<file path="src/rtl/xint_ctrl.sv">
module xint_ctrl #(
  parameter int NUM_LINES = 64
) (
  input  logic                 clk,
  input  logic                 rst_n,
  input  logic [NUM_LINES-1:0] ext_irq,
  input  logic                 bus_wr,
  input  logic [11:0]          bus_addr,
  input  logic [31:0]          bus_wdata,
  output logic [31:0]          bus_rdata,
  output logic                 irq_out
);
  localparam int PORTS = (NUM_LINES + 31) / 32;
  localparam int W = PORTS * 32;
  localparam logic [W:0] ONE_X = 1;
  localparam logic [W-1:0] VALID = W'((ONE_X << NUM_LINES) - ONE_X);

  logic [5:0] grp;
  logic [3:0] widx;
  logic [8:0] sh;
  logic word_ok, wr_ok;
  logic [W-1:0] wbits, wword;
  logic [W-1:0] ack_b, mset_b, mclr_b, sset_b, sclr_b, fset_b, fclr_b, pset_b, pclr_b;
  logic dom_wr;

  logic [W-1:0] sync1_q, sync2_q, prev_q;
  logic [W-1:0] mask_q, sens_q, soft_q, pol_q, dom_q, stat_q;
  logic [W-1:0] lvl, edg, setc;

  assign grp = bus_addr[11:6];
  assign widx = bus_addr[5:2];
  assign sh = {widx, 5'b0};
  assign word_ok = (bus_addr[1:0] == 2'b00) && (int'(widx) < PORTS);
  assign wr_ok = bus_wr && word_ok;
  assign wbits = (W'(bus_wdata) << sh) & VALID;
  assign wword = (W'(32'hFFFF_FFFF) << sh) & VALID;

  assign ack_b  = (wr_ok && grp == 6'd1)  ? wbits : '0;
  assign mset_b = (wr_ok && grp == 6'd3)  ? wbits : '0;
  assign mclr_b = (wr_ok && grp == 6'd4)  ? wbits : '0;
  assign sset_b = (wr_ok && grp == 6'd6)  ? wbits : '0;
  assign sclr_b = (wr_ok && grp == 6'd7)  ? wbits : '0;
  assign fset_b = (wr_ok && grp == 6'd9)  ? wbits : '0;
  assign fclr_b = (wr_ok && grp == 6'd10) ? wbits : '0;
  assign pset_b = (wr_ok && grp == 6'd13) ? wbits : '0;
  assign pclr_b = (wr_ok && grp == 6'd14) ? wbits : '0;
  assign dom_wr = wr_ok && grp == 6'd16;

  always_ff @(posedge clk) begin
    if (!rst_n) begin
      sync1_q <= '0;
      sync2_q <= '0;
      prev_q  <= '0;
    end else begin
      sync1_q <= W'(ext_irq);
      sync2_q <= sync1_q;
      prev_q  <= sync2_q;
    end
  end

  assign lvl  = ~(sync2_q ^ pol_q);
  assign edg  = (sync2_q ^ prev_q) & lvl;
  assign setc = ((sens_q & lvl) | (~sens_q & edg) | soft_q) & VALID;

  always_ff @(posedge clk) begin
    if (!rst_n) begin
      mask_q <= VALID;
      sens_q <= '0;
      soft_q <= '0;
      pol_q  <= '0;
      dom_q  <= '0;
      stat_q <= '0;
    end else begin
      mask_q <= (mask_q | mset_b) & ~mclr_b;
      sens_q <= (sens_q | sset_b) & ~sclr_b;
      soft_q <= (soft_q | fset_b) & ~fclr_b;
      pol_q  <= (pol_q  | pset_b) & ~pclr_b;
      if (dom_wr) dom_q <= (dom_q & ~wword) | wbits;
      stat_q <= setc | (stat_q & ~ack_b);
    end
  end

  always_comb begin
    bus_rdata = '0;
    if (word_ok) begin
      case (grp)
        6'd0:  bus_rdata = 32'(stat_q >> sh);
        6'd2:  bus_rdata = 32'(mask_q >> sh);
        6'd5:  bus_rdata = 32'(sens_q >> sh);
        6'd8:  bus_rdata = 32'(soft_q >> sh);
        6'd12: bus_rdata = 32'(pol_q >> sh);
        6'd16: bus_rdata = 32'(dom_q >> sh);
        default: bus_rdata = '0;
      endcase
    end
  end

  assign irq_out = |(stat_q & dom_q & ~mask_q);
endmodule


</file>
<file path="config.mk">
export PLATFORM = sky130hd
export DESIGN_NAME = xint_ctrl
export DESIGN_NICKNAME = d
export VERILOG_FILES = /design/src/rtl/xint_ctrl.sv
export SDC_FILE = /design/constraint.sdc
export NUM_CORES = 1
export LEC_CHECK = 0
export ABC_AREA = 1
export BUFFER_PORTS_ARGS = -buffer_cell sky130_fd_sc_hd__buf_2
export CORE_UTILIZATION = 30
export CTS_CLUSTER_DIAMETER = 200
export DETAILED_ROUTE_END_ITERATION = 10
export GPL_TIMING_DRIVEN = 0
export PLACE_DENSITY = 0.48
export SKIP_CTS_REPAIR_TIMING = 1
export SKIP_LAST_GASP = 1
export SLEW_MARGIN = 20
export SYNTH_ARGS = -nofsm -noshare
export SYNTH_HDL_FRONTEND = slang
export SYNTH_SLANG_ARGS = --single-unit
</file>
<file path="constraint.sdc">
create_clock -name clk -period 1.49 [get_ports clk]
set_input_delay 0.2235 -clock clk [delete_from_list [all_inputs] [get_ports clk]]
set_output_delay 0.2235 -clock clk [all_outputs]
set_load 0.01 [all_outputs]
</file>
; ---- Word-level counts from Yosys, hierarchy flattened
; Cells that the tools add are included.
[totals]
regBits = 576
inputBits = 111
out_inout_bits = 33
word_cells = 88
[op_classes]
order_cmp = 1
n_eq_ne = 14
shifts = 8
n_mux = 11
n_bitwise = 30
n_reduce_logical = 15
[ops]
columns = op, n
row1 = $and 64x64->64, 11
row2 = $mux 64, 9
row3 = $not 64->64, 9
row4 = $or 64x64->64, 8
row5 = $shr 64x9->32, 6
row6 = $pmux 32 s6, 1
row7 = $xor 64x64->64, 2
row8 = $reduce_or 64->1, 1
row9 = $shl 32x9->64, 1
row10 = $shl 32x9->64 const A, 1
row11 = $eq 6x4->1 const B, 6
row12 = $mux 32, 1
row13 = $eq 6x3->1 const B, 4
row14 = $eq 6x2->1 const B, 2
row15 = $logic_and 1x1->1, 12
row16 = $eq 6x1->1 const B, 1
row17 = $eq 6x5->1 const B, 1
row18 = $logic_not 6->1, 1
row19 = $lt 4x2->1 const B, 1
row20 = $logic_not 2->1, 1

; ---- Logic depth before layout (Yosys ltp)
[logic_depth]
word_depth = 8
depth_mapped = 12
depth_no_buf = 9

; ---- Worst setup path before layout
; No wires, ideal clock.
[synth_timing]
path_kind = input to output
start = input bus_addr[9]
end = output bus_rdata[3]
arrival_ns = 1.518
t_required_ns = 1.266
setup_slack_ns = -0.252
cell_stages = 10
path_buffers = 3
path_cell_list = buf_4 -> nor2_4 -> nand3_1 -> nand2_1 -> nor2_2 -> buf_6 -> buf_4 -> a21oi_1 -> nand2_1 -> a21oi_1
[synth_via]
elab_chain_len = 3
elab_cells_between_ends = 8
classes_between = eq/ne: 5 / mux: 2 / reduce/logical: 1
[synth_rtl]
columns = element, line
row1 = start: declaration, 8  ; input logic [11:0] bus_addr,
row2 = "$eq 6x5->1, or another cell as far along", 86  ; case (grp)
row3 = $pmux 32 s6 (*), 86
row4 = $mux 32 (*), 85  ; if (word_ok) begin
row5 = end: declaration, 10  ; output logic [31:0] bus_rdata,
; Every way passes the cells marked *; elsewhere a longest branch is shown, timed or not.

; ---- Final worst setup path
[layout_timing]
start = input bus_addr[8]
end = output bus_rdata[23]
; The elaborated chain is that of the path after synthesis.

==> results.cfg <==
[status]
status = finished, violations left
violations = hold timing, setup timing

[yosys]
async_flop_share_pct = 0
syn_inst = 3598
netlist_area_um2 = 26300
ys_seq_elements = 576
synth_area_leaders = dfxtp_1 44%, nand2_1 10%, o21ai_0 8.3%, o211a_1 7.3%, inv_1 6.9%
ys_seq_area_share_pct = 43.9
yosys.area.top_type = dfxtp_1
avgSynthCellArea_um2 = 7.30
synth_top_cell_area_share_pct = 43.9
synth.yosys.warnings = 0
synth.net_count = 3709
synth.distinct_cells = 28
synth-edff-count = 0
synthFlopType = dfxtp_1

[layout]
fin_cells = 5179
final_nets = 4083
drive_above_1_share_pct = 19.1
area_delta_synth_final_pct = 32.3
nFillCells = 9103
most-common-layout-cells = 596 x nand2_1, 562 x dfxtp_1, 479 x inv_1
final_common_cell = nand2_1

[timing]
skew_ns = 0.0209
final-hold-violation-count = 5
fmax_mhz = 436
drv_slew = 0
rsz0062_at_grt = yes
setup_tns_ns = -24.21
tightest_slew_ns = 1.15
period_share_pct = 154
setup_slack_ns = -0.804
setup_viol = 75
period_needed_ns = 2.29
max_slew_margin_pct = 23.1
holdWs_ns = -0.0276

[grt]
antenna_found_initial = 10
grt_pass1_wl_um = 166000
grt.overflow.total = 0
grt_util_all_layers_pct = 25.6
grt_max_degree = 13
grt_pass1_vias = 23970

[drt]
first_pass_iters = 7
drc_errors = 0
wl_per_cell_um = 23.4
ant_nets = 0
viasPerCell = 5.30
finalWirelength_um = 121000
drtIter0Drc = 3083
via_count = 27454

[floorplanning]
core_um2 = 86800
std_cell_rows = 108
die_w_um = 298
start_util_pct = 30.3
die_h_um = 298
dieArea_um2 = 88700
ios = 144

[clock_network]
cts_buffer_depth = 3
cts_root_buffer = clkbuf_16
cts_tree = built
clk_pin_slew_ns = 0.06
cts_sinks = 576
htree_levels = 3
cts_made_buffers = 69
clk_latency_ns = 0.63

[critical_path]
max_stage_delay_ns = 0.25
critPathKind = in2out
end_kind = primary output
cp_cell_sequence = buf_12, nor2_4, nand3_4, nand2_4, nor2_4, o21ai_4, nand4_1, buf_6, buf_12, buf_12, a21oi_4, buf_6
r2r_cells = 4
start_kind = primary input
worst-r2r-setup-slack_ns = 0.61
crit_fanout = 6
r2r_start = sens_q[58]
critPathRequiredTime_ns = 1.27
crit_slowest_cell = nor2_4
r2r_end = stat_q[58]
critPathArrivalTime_ns = 2.07
path_common_cell = buf_12

[power]
power_frac_seq_pct = 44.6
report.power.total_mw = 35.5
clkPwrFrac_pct = 48.0
ir_worst_vdd_mv = 0.799
p_int_mw = 26.5
power.density_nw_per_um2 = 1020
p_sw_share_pct = 25.4
net-switching-power_mw = 9.02
comb_power_share_pct = 7.3
p_leak_nw = 16.0

[worst_hold_path]
hp-start = bus_wdata[30]
hold_class = in2reg
whs_path_depth = 3
holdPathEnd = dom_q[30]

[placed_design]
port_buffers = 140
dp_hpwl_um = 82100
gp_congestion = 0.966
dp_slack_ns = -1.60
dp_cells = 4893

[flow_run]
maxCapViolCount = 0
-- power groups by stage --
stage,logic (mW),clock network [mW],registers (mW)
finish,2.60,17.1,15.9
global placement,1.91,0,16.2
global route,2.72,17.9,15.9
CTS,1.92,17.4,15.9
detailed placement,1.91,0,16.2
floorplan,0.944,0,16.1
-- Yosys cell counts, types with 2 or more instances --
library cell and number:
a31oi_1 128, nand3_1 148, o21ai_1 61, nand3_2 4, nand4_1 112, buf_2 68
nand2_2 2, nand4_2 4, o21bai_1 65, o211a_1 192, nand2_1 702, a21oi_1 129
nor3_1 3, dfxtp_1 576, buf_4 12, o21ai_0 436, inv_1 485, inv_2 7
buf_1 7, nor2_4 7, nor2_1 304, nor2_8 3, clkbuf_1 131, buf_6 6
nor2_2 3
-- kinds of logic (layout without fill, tap and decap cells) --
group | Yosys count | after routing | synth area share (%)
AOI/OAI and AO/OA | 1012 | 1012 | 24.2
buffers and inverters | 716 | 1136 | 10.9
DFF | 576 | 576 | 43.9
other | 0 | 3 | 0
and+or+nand+nor | 1294 | 1297 | 21.0
-- per-layer routing --
layer	GRT usage, %	vias to the layer above	part of all wire (%)
li1	-	12731	-
met1	35.0	13120	43
met2	39.0	1309	43
met3	6.26	282	10
met4	9.22	12	3.8
met5	0	-	0.060
-- critical path, delay by kind of cell --
kind / cells / cell delay [ns]
simple gates: 5 / 0.77
buf+inv: 5 / 0.74
compound gates: 2 / 0.29
-- layout make-up --
type	count	area, um^2	share of cell area (%)
buffer	218	1730	4.97
timing repair buffer	306	2870	8.27
clock inverter	14	124	0.357
sequential	576	11600	33.2
multi-input combinational	2309	13000	37.5
inverter	492	1860	5.36
clock buffer	106	2120	6.10
tap	1155	1450	4.16
antenna	3	7.51	0.0216
-- metrics by stage --
step                      util, %  cell area, um^2
final                        40.0            34700
after global routing         40.0            34700
after CTS                    35.7            31000
after detailed placement     33.1            28700
after global placement       33.1            28700
after floorplan                 -            26600
-- worst max-delay path by stage --
stage,startpoint,endpoint,slack (ns),depth (start not counted)
2_1_floorplan,bus_addr[9],bus_rdata[11],-0.21,9
3_3_place_gp,bus_addr[11],bus_rdata[18],-1.62,10
3_5_place_dp,bus_addr[11],bus_rdata[18],-1.60,10
4_1_cts,bus_addr[11],bus_rdata[18],-1.61,10
5_1_grt,bus_addr[8],bus_rdata[21],-0.79,12
6_report,bus_addr[8],bus_rdata[23],-0.80,12
-- flip-flops by register name, indices dropped and copies added, names as in the netlist --
name,count
prev_q,64
pol_q,64
stat_q,64
sync2_q,64
dom_q,64
soft_q,64
sync1_q,64
mask_q,64
sens_q,64
Power figures use the tool's default switching activity.
